--- src/rtl/csr_mux_pkg.sv ---
package csr_mux_pkg;

    localparam int unsigned FIELD_W = 4;

    typedef enum logic [1:0] {
        PH_IDLE      = 2'd0,
        PH_RD_RESP   = 2'd1,
        PH_WR_COMMIT = 2'd2
    } phase_t;

    // chunk count of register idx from a packed 4-bit-per-register map
    function automatic int unsigned field_of(input logic [63:0] map, input int unsigned idx);
        return {28'd0, map[idx*FIELD_W +: FIELD_W]};
    endfunction

    // first address of register idx (sum of the counts below it)
    function automatic int unsigned chunk_base(input logic [63:0] map, input int unsigned idx);
        int unsigned acc;
        acc = 0;
        for (int unsigned j = 0; j < idx; j++) begin
            acc = acc + field_of(map, j);
        end
        return acc;
    endfunction

endpackage

--- src/rtl/csr_addr_decode.sv ---
module csr_addr_decode
    import csr_mux_pkg::*;
#(
    parameter int unsigned ADDR_W   = 10,
    parameter int unsigned NUM_REGS = 3,
    parameter logic [63:0] MAP      = 64'h421,
    parameter int unsigned IDX_W    = 2,
    parameter int unsigned OFF_W    = 2
) (
    input  logic [ADDR_W-1:0] addr,
    output logic              hit,
    output logic [IDX_W-1:0]  idx,
    output logic [OFF_W-1:0]  off,
    output logic              last
);

    logic [NUM_REGS-1:0] in_rng;
    logic [NUM_REGS-1:0] at_top;
    logic [OFF_W-1:0]    rel_off [NUM_REGS];

    for (genvar i = 0; i < NUM_REGS; i++) begin : g_win
        localparam int unsigned       BASE   = chunk_base(MAP, i);
        localparam int unsigned       CNT    = field_of(MAP, i);
        localparam logic [ADDR_W-1:0] BASE_A = ADDR_W'(BASE);
        logic [ADDR_W-1:0] rel;
        assign rel        = addr - BASE_A;
        assign in_rng[i]  = (addr >= BASE_A) && (rel < ADDR_W'(CNT));
        assign at_top[i]  = (rel == ADDR_W'(CNT - 1));
        assign rel_off[i] = rel[OFF_W-1:0];
    end

    // windows are disjoint, so at most one index matches
    always_comb begin
        hit  = 1'b0;
        idx  = '0;
        off  = '0;
        last = 1'b0;
        for (int i = 0; i < NUM_REGS; i++) begin
            if (in_rng[i]) begin
                hit  = 1'b1;
                idx  = IDX_W'(i);
                off  = rel_off[i];
                last = at_top[i];
            end
        end
    end

endmodule

--- src/rtl/csr_shadow_slot.sv ---
module csr_shadow_slot #(
    parameter  int unsigned BUS_W      = 8,
    parameter  int unsigned CHUNKS     = 2,
    parameter  int unsigned MAX_CHUNKS = 4,
    parameter  int unsigned OFF_W      = 2,
    localparam int unsigned MAX_W      = BUS_W * MAX_CHUNKS
) (
    input  logic             clk,
    input  logic             rst_n,
    input  logic             cap_en,
    input  logic [MAX_W-1:0] live_val,
    input  logic [OFF_W-1:0] rd_off,
    output logic [BUS_W-1:0] rd_byte,
    input  logic             buf_en,
    input  logic [OFF_W-1:0] wr_off,
    input  logic [BUS_W-1:0] wr_byte,
    output logic [MAX_W-1:0] commit_val
);

    logic [BUS_W-1:0] pick [MAX_CHUNKS];

    // chunk 0 is always served live; its capture is never read back
    assign pick[0] = live_val[BUS_W-1:0];

    for (genvar c = 1; c < MAX_CHUNKS; c++) begin : g_rd
        if (c < CHUNKS) begin : g_hold
            logic [BUS_W-1:0] cap_q;
            always_ff @(posedge clk or negedge rst_n) begin
                if (!rst_n) begin
                    cap_q <= '0;
                end else if (cap_en) begin
                    cap_q <= live_val[c*BUS_W +: BUS_W];
                end
            end
            assign pick[c] = cap_q;
        end else begin : g_pad
            logic unused_live;
            assign unused_live = ^live_val[c*BUS_W +: BUS_W];
            assign pick[c]     = '0;
        end
    end

    assign rd_byte = pick[rd_off];

    for (genvar c = 0; c < MAX_CHUNKS; c++) begin : g_wr
        if (c + 1 < CHUNKS) begin : g_buf
            logic [BUS_W-1:0] buf_q;
            always_ff @(posedge clk or negedge rst_n) begin
                if (!rst_n) begin
                    buf_q <= '0;
                end else if (buf_en && (wr_off == OFF_W'(c))) begin
                    buf_q <= wr_byte;
                end
            end
            assign commit_val[c*BUS_W +: BUS_W] = buf_q;
        end else if (c + 1 == CHUNKS) begin : g_top
            assign commit_val[c*BUS_W +: BUS_W] = wr_byte;
        end else begin : g_zero
            assign commit_val[c*BUS_W +: BUS_W] = '0;
        end
    end

    if (CHUNKS == 1) begin : g_single
        logic unused_ctl;
        assign unused_ctl = ^{clk, rst_n, cap_en, buf_en, wr_off};
    end

endmodule

--- src/rtl/csr_shadow_mux.sv ---
module csr_shadow_mux
    import csr_mux_pkg::*;
#(
    parameter  int unsigned              BUS_W      = 8,
    parameter  int unsigned              ADDR_W     = 10,
    parameter  int unsigned              NUM_REGS   = 3,
    parameter  int unsigned              MAX_CHUNKS = 4,
    parameter  logic [NUM_REGS*4-1:0]    CHUNK_MAP  = {4'd4, 4'd2, 4'd1},
    localparam int unsigned              MAX_W      = BUS_W * MAX_CHUNKS,
    localparam int unsigned              IDX_W      = (NUM_REGS > 1) ? $clog2(NUM_REGS) : 1,
    localparam int unsigned              OFF_W      = (MAX_CHUNKS > 1) ? $clog2(MAX_CHUNKS) : 1
) (
    input  logic                      clk,
    input  logic                      rst_n,
    input  logic [ADDR_W-1:0]         bus_addr,
    input  logic                      bus_rd_stb,
    input  logic                      bus_wr_stb,
    input  logic [BUS_W-1:0]          bus_wr_data,
    output logic [BUS_W-1:0]          bus_rd_data,
    input  logic [NUM_REGS*MAX_W-1:0] elem_rd_data,
    output logic [NUM_REGS-1:0]       elem_rd_stb,
    output logic [NUM_REGS*MAX_W-1:0] elem_wr_data,
    output logic [NUM_REGS-1:0]       elem_wr_stb
);

    localparam logic [63:0] MAP64 = 64'(CHUNK_MAP);

    // ---------------- address decode ----------------
    logic             hit;
    logic             at_top;
    logic [IDX_W-1:0] sel_idx;
    logic [OFF_W-1:0] sel_off;

    csr_addr_decode #(
        .ADDR_W  (ADDR_W),
        .NUM_REGS(NUM_REGS),
        .MAP     (MAP64),
        .IDX_W   (IDX_W),
        .OFF_W   (OFF_W)
    ) u_dec (
        .addr(bus_addr),
        .hit (hit),
        .idx (sel_idx),
        .off (sel_off),
        .last(at_top)
    );

    // ---------------- request qualification ----------------
    logic rd_go;
    logic wr_go;
    logic commit_go;

    assign rd_go     = bus_rd_stb;
    assign wr_go     = bus_wr_stb & ~bus_rd_stb;   // read takes the cycle
    assign commit_go = wr_go & hit & at_top;

    // ---------------- per-register shadows ----------------
    logic [BUS_W-1:0]    slot_rd     [NUM_REGS];
    logic [MAX_W-1:0]    slot_commit [NUM_REGS];
    logic [NUM_REGS-1:0] cap_vec;
    logic [NUM_REGS-1:0] buf_vec;

    for (genvar i = 0; i < NUM_REGS; i++) begin : g_slot
        assign cap_vec[i] = rd_go && hit && (sel_idx == IDX_W'(i)) && (sel_off == '0);
        assign buf_vec[i] = wr_go && hit && (sel_idx == IDX_W'(i)) && !at_top;

        csr_shadow_slot #(
            .BUS_W     (BUS_W),
            .CHUNKS    (field_of(MAP64, i)),
            .MAX_CHUNKS(MAX_CHUNKS),
            .OFF_W     (OFF_W)
        ) u_slot (
            .clk       (clk),
            .rst_n     (rst_n),
            .cap_en    (cap_vec[i]),
            .live_val  (elem_rd_data[i*MAX_W +: MAX_W]),
            .rd_off    (sel_off),
            .rd_byte   (slot_rd[i]),
            .buf_en    (buf_vec[i]),
            .wr_off    (sel_off),
            .wr_byte   (bus_wr_data),
            .commit_val(slot_commit[i])
        );
    end

    assign elem_rd_stb = cap_vec;

    logic [BUS_W-1:0] rd_byte_next;
    assign rd_byte_next = hit ? slot_rd[sel_idx] : '0;

    // ---------------- controller ----------------
    phase_t phase_q;
    phase_t phase_d;

    always_comb begin
        phase_d = PH_IDLE;
        if (rd_go) begin
            phase_d = PH_RD_RESP;
        end else if (commit_go) begin
            phase_d = PH_WR_COMMIT;
        end
    end

    always_ff @(posedge clk or negedge rst_n) begin
        if (!rst_n) begin
            phase_q <= PH_IDLE;
        end else begin
            phase_q <= phase_d;
        end
    end

    // ---------------- datapath registers ----------------
    logic [BUS_W-1:0] rd_data_q;
    logic [MAX_W-1:0] commit_q;
    logic [IDX_W-1:0] wr_idx_q;

    always_ff @(posedge clk or negedge rst_n) begin
        if (!rst_n) begin
            rd_data_q <= '0;
            commit_q  <= '0;
            wr_idx_q  <= '0;
        end else begin
            if (rd_go) begin
                rd_data_q <= rd_byte_next;
            end
            if (commit_go) begin
                commit_q <= slot_commit[sel_idx];
                wr_idx_q <= sel_idx;
            end
        end
    end

    // ---------------- outputs ----------------
    always_comb begin
        elem_wr_stb = '0;
        unique case (phase_q)
            PH_IDLE:      ;
            PH_RD_RESP:   ;
            PH_WR_COMMIT: elem_wr_stb[wr_idx_q] = 1'b1;
            default:      ;
        endcase
    end

    for (genvar i = 0; i < NUM_REGS; i++) begin : g_wdat
        assign elem_wr_data[i*MAX_W +: MAX_W] = commit_q;
    end

    assign bus_rd_data = rd_data_q;

endmodule

--- config.mk ---
export PLATFORM = sky130hd
export DESIGN_NAME = csr_shadow_mux
export DESIGN_NICKNAME = d
export VERILOG_FILES = /design/src/rtl/csr_mux_pkg.sv /design/src/rtl/csr_addr_decode.sv /design/src/rtl/csr_shadow_slot.sv /design/src/rtl/csr_shadow_mux.sv
export SDC_FILE = /design/constraint.sdc
export NUM_CORES = 1
export LEC_CHECK = 0
export CAP_MARGIN = 40
export CORE_MARGIN = 4
export CORE_UTILIZATION = 47
export DETAILED_ROUTE_END_ITERATION = 8
export PLACE_DENSITY = 0.88
export SYNTH_ARGS = -nofsm -noshare
export SYNTH_HDL_FRONTEND = slang
export SYNTH_HIERARCHICAL = 1
export SYNTH_SLANG_ARGS = --single-unit
--- constraint.sdc ---
create_clock -name clk -period 4.2 [get_ports clk]
set_input_delay 0.84 -clock clk [delete_from_list [all_inputs] [get_ports clk]]
set_output_delay 0.84 -clock clk [all_outputs]
set_load 0.1 [all_outputs]
==> results.md <==
Routing:
- In the routed layout, each cell is associated on average with a via count of 5.14.
- The total routed wire length on the met1 layer is 6.16 mm.
- The count of nets left with antenna violations once routing finished came out at 0.
- The routed wire length on met2 is 10.1 mm.
- For this run, design rule violations remaining after detail routing come to 0.
- The total wirelength of the detailed-routed design is 17.7 mm.
- The detailed router placed 5102 vias in this run.
- The routed length on met3 is 1.13 mm.
- The detailed router used layers up to and including met4.
- The total iterations of the first detailed-routing run is 4.
- The DRC violation total after the first TritonRoute iteration is 269.
- The routed wirelength normalized by instance count is 17.8 um.

Power:
- The power density over the cells is 206 nW/um^2.
- The peak ir drop on the vdd network is 223 uV.
- Combinational logic burns 9.4% of the power.
- The static power due to leakage is 4.37 nW.
- The cell-internal power is 0.00163 W.
- In this run, the clock network consumes 41.0% of the power.
- Registers are responsible for 49.6% of the overall power.
- Total power for the finished layout comes to 0.00210 W.
- Summed over all nets, the switching power comes to 0.000473 W.
- Of the total power, the share spent switching nets is 22.5%.

CTS:
- The cell chosen for the clock root is sky130_fd_sc_hd__clkbuf_16.
- The H-tree was split into 3 levels.
- The TritonCTS clock tree is done.
- The clock net in this run drives a total of 108 sinks.
- The clock latency on the worst-skew pair is 0.36 ns.
- Clock tree synthesis inserted a total of 9 buffers.
- In this run the deepest clock path goes through 2 buffers.
- Clock-pin slew was measured on the worst setup and hold paths at 0.07 ns.
- After clock tree synthesis, the flow added hold-fix buffers numbering 0.

Critical path:
- The worst setup path is captured at a primary output.
- Traced cell by cell, the critical path runs through clkdlybuf4s50_1 > inv_2 > ha_4 > o41ai_2 > a22o_1 > a22oi_4 > nand2b_1 > nand2_2 > or3_4 > nor3_4 > buf_12.
- The critical path in this run is classified as input pin to primary output.
- The setup check on the worst reg-to-reg path leaves a slack of 2.99 ns.
- On the worst path, the slowest cell contributes a delay of 0.50 ns.
- The worst reg2reg path endpoint is bus_rd_data[6]$_DFFE_PN0P_.
- The required time of the worst setup path is 3.36 ns.
- Counting cells, the worst reg-to-reg path comes to 5.
- The data arrival at the endpoint of the critical path is 3.29 ns.
- In this run the critical register-to-register path is launched from g_slot[1].u_slot/g_rd[1].g_hold.cap_q[6]$_DFFE_PN0P_.
- The cell with the largest stage delay on the worst path is sky130_fd_sc_hd__clkdlybuf4s50_1.
- The maximum net fanout on the critical path is 5.
- The worst setup path is launched from an input pin.

Timing:
- Derived from the worst setup path, the maximum achievable clock frequency is 242 MHz.
- The slew at the pin closest to its max-slew limit is 0.625 ns.
- Across the routed clock network, the largest skew measured is 0.00762 ns.
- Setup repair after global routing left no endpoint under its margin.
- The number of hold violations in the final report was 0.
- The setup-violating endpoint count in the final report is 0.
- The shortest period the worst path allows is 4.13 ns.
- The tightest hold path in the finished design has a slack of 0.485 ns.
- The worst slew margin relative to its limit is 58.3%.
- Of the available clock period, the critical path in the final layout requires 98.4%.
- The number of max-slew violations in the final report is 0.

Flow run:
- The max capacitance violation total is 0.

GRT:
- The first global-routing pass estimated 28.5 mm of wire.
- The largest net degree at the start of global routing is 68.
- The via count of the first global-routing pass is 5600.
- After global routing the overflow that remains totals 0.
- The total global routing track utilization is 21.8%.
- The initial antenna violation count is 0.

Placement:
- Buffers placed on the I/O ports in this run total 187.
- At the end of routability-driven placement, the weighted congestion stood at 0.775.
- The post-placement cell count is 975.
- The HPWL after detailed placement is 13.4 mm.

Layout:
- The layout has 871 filler cells.
- The number of antenna repair diodes is 0.
- The multi-input combinational cells in the finished layout cover a total of 3000 um^2.
- The library cell used most frequently in the layout, excluding fill and tap cells, is sky130_fd_sc_hd__clkdlybuf4s50_1.
- The top cell types in the final layout, fill and taps aside, are sky130_fd_sc_hd__clkdlybuf4s50_1 (182), sky130_fd_sc_hd__dfrtp_1 (108), sky130_fd_sc_hd__buf_8 (99).
- In the final layout, the share of cells above drive strength 1 is 31.6%.
- The count of cells in the finished layout, fillers not included, comes to 993.
- The number of nets in the layout is 930.
- The combined flip-flop and latch cell area is 2700 um^2.
- The layout overhead on the synthesized area is 49.4%.

Die:
- Row generation in the floorplan step produced 43 rows.
- The die covers 16500 um^2.
- The area of the core is 14000 um^2.
- 228 I/O pins were placed.
- The die extent in x is 128 um.
- In this run the vertical extent of the chip is 128 um.
- The initial core utilization is 48.5%.

Synthesis:
- The number of warning messages in the yosys log is 6.
- The average cell area after synthesis is 11.3 um^2.
- The number of standard cells after synthesis is 605.
- The summed instance area of the synthesized netlist is 6820 um^2.

Min path:
- The tightest min-delay check is of the input pin to asynchronous set/reset pin type.

Status:
- The run finished with clean final reports.
flip-flops by register name, indices dropped and copies added, names as in the netlist:
name / flops
bus_rd_data: 8
commit_q: 32
g_slot.u_slot/g_rd.g_hold.cap_q: 32
g_slot.u_slot/g_wr.g_buf.buf_q: 32
phase_q: 2
wr_idx_q: 2
repair_timing:
item	in CTS	in global routing
pin swaps	3	3
gates cloned	0	1
resized for setup	7	5
endpoints found under the setup margin	3	3
setup buffers	1	0
metal layers:
metal  track usage (%)  vias up
met5                 0        -
met4              6.30        0
met3              5.35       25
met2              42.7      185
met1              22.8     2536
li1                  -     2356
through the flow:
stage                     setup TNS [ns]  utilization (%)  setup WS, ns  area (um^2)
after global routing                   0             72.5        0.0143        10200
final                                  0             72.5        0.0680        10200
after CTS                              0             72.3       0.00144        10100
after global placement            -0.171             57.6       -0.0856         8100
after floorplan                    -3.40                -        -0.348         6980
after detailed placement          -0.464             69.8        -0.173         9800
cell type report:
type	count	share of cell area, %
Timing Repair Buffer	317	37.5
Inverter	35	1.29
Sequential cell	108	26.5
Tap cell	180	2.21
Multi-Input combinational cell	337	29.5
Clock inverter	5	0.577
Clock buffer	11	2.38
worst max-delay path: cells and delay by family:
family | cells | cell delay, ns
AO/OA/AOI/OAI | 3 | 0.67
buffers and inverters | 3 | 0.78
AND/OR/NAND/NOR | 4 | 0.82
adder cells (fa/ha/maj) | 1 | 0.18
power groups by stage:
stage	clock network (W)	registers (W)	logic, W
after global placement	0	0.00106	0.000180
after CTS	0.000878	0.00104	0.000194
after global routing	0.000920	0.00104	0.000214
final	0.000861	0.00104	0.000196
after floorplan	0	0.00107	0.000101
after detailed placement	0	0.00106	0.000191
worst max path at each step:
stage / slack, ns / endpoint / startpoint
3_3_place_gp: -0.09 / elem_rd_stb[0] / bus_addr[0]
4_1_cts: 0.001 / elem_rd_stb[0] / bus_addr[1]
3_5_place_dp: -0.17 / elem_rd_stb[0] / bus_addr[0]
5_1_grt: 0.01 / elem_rd_stb[0] / bus_addr[6]
2_1_floorplan: -0.35 / elem_rd_stb[0] / bus_addr[0]
6_report: 0.07 / elem_rd_stb[0] / bus_addr[0]
(Power assumes the default switching activity.)
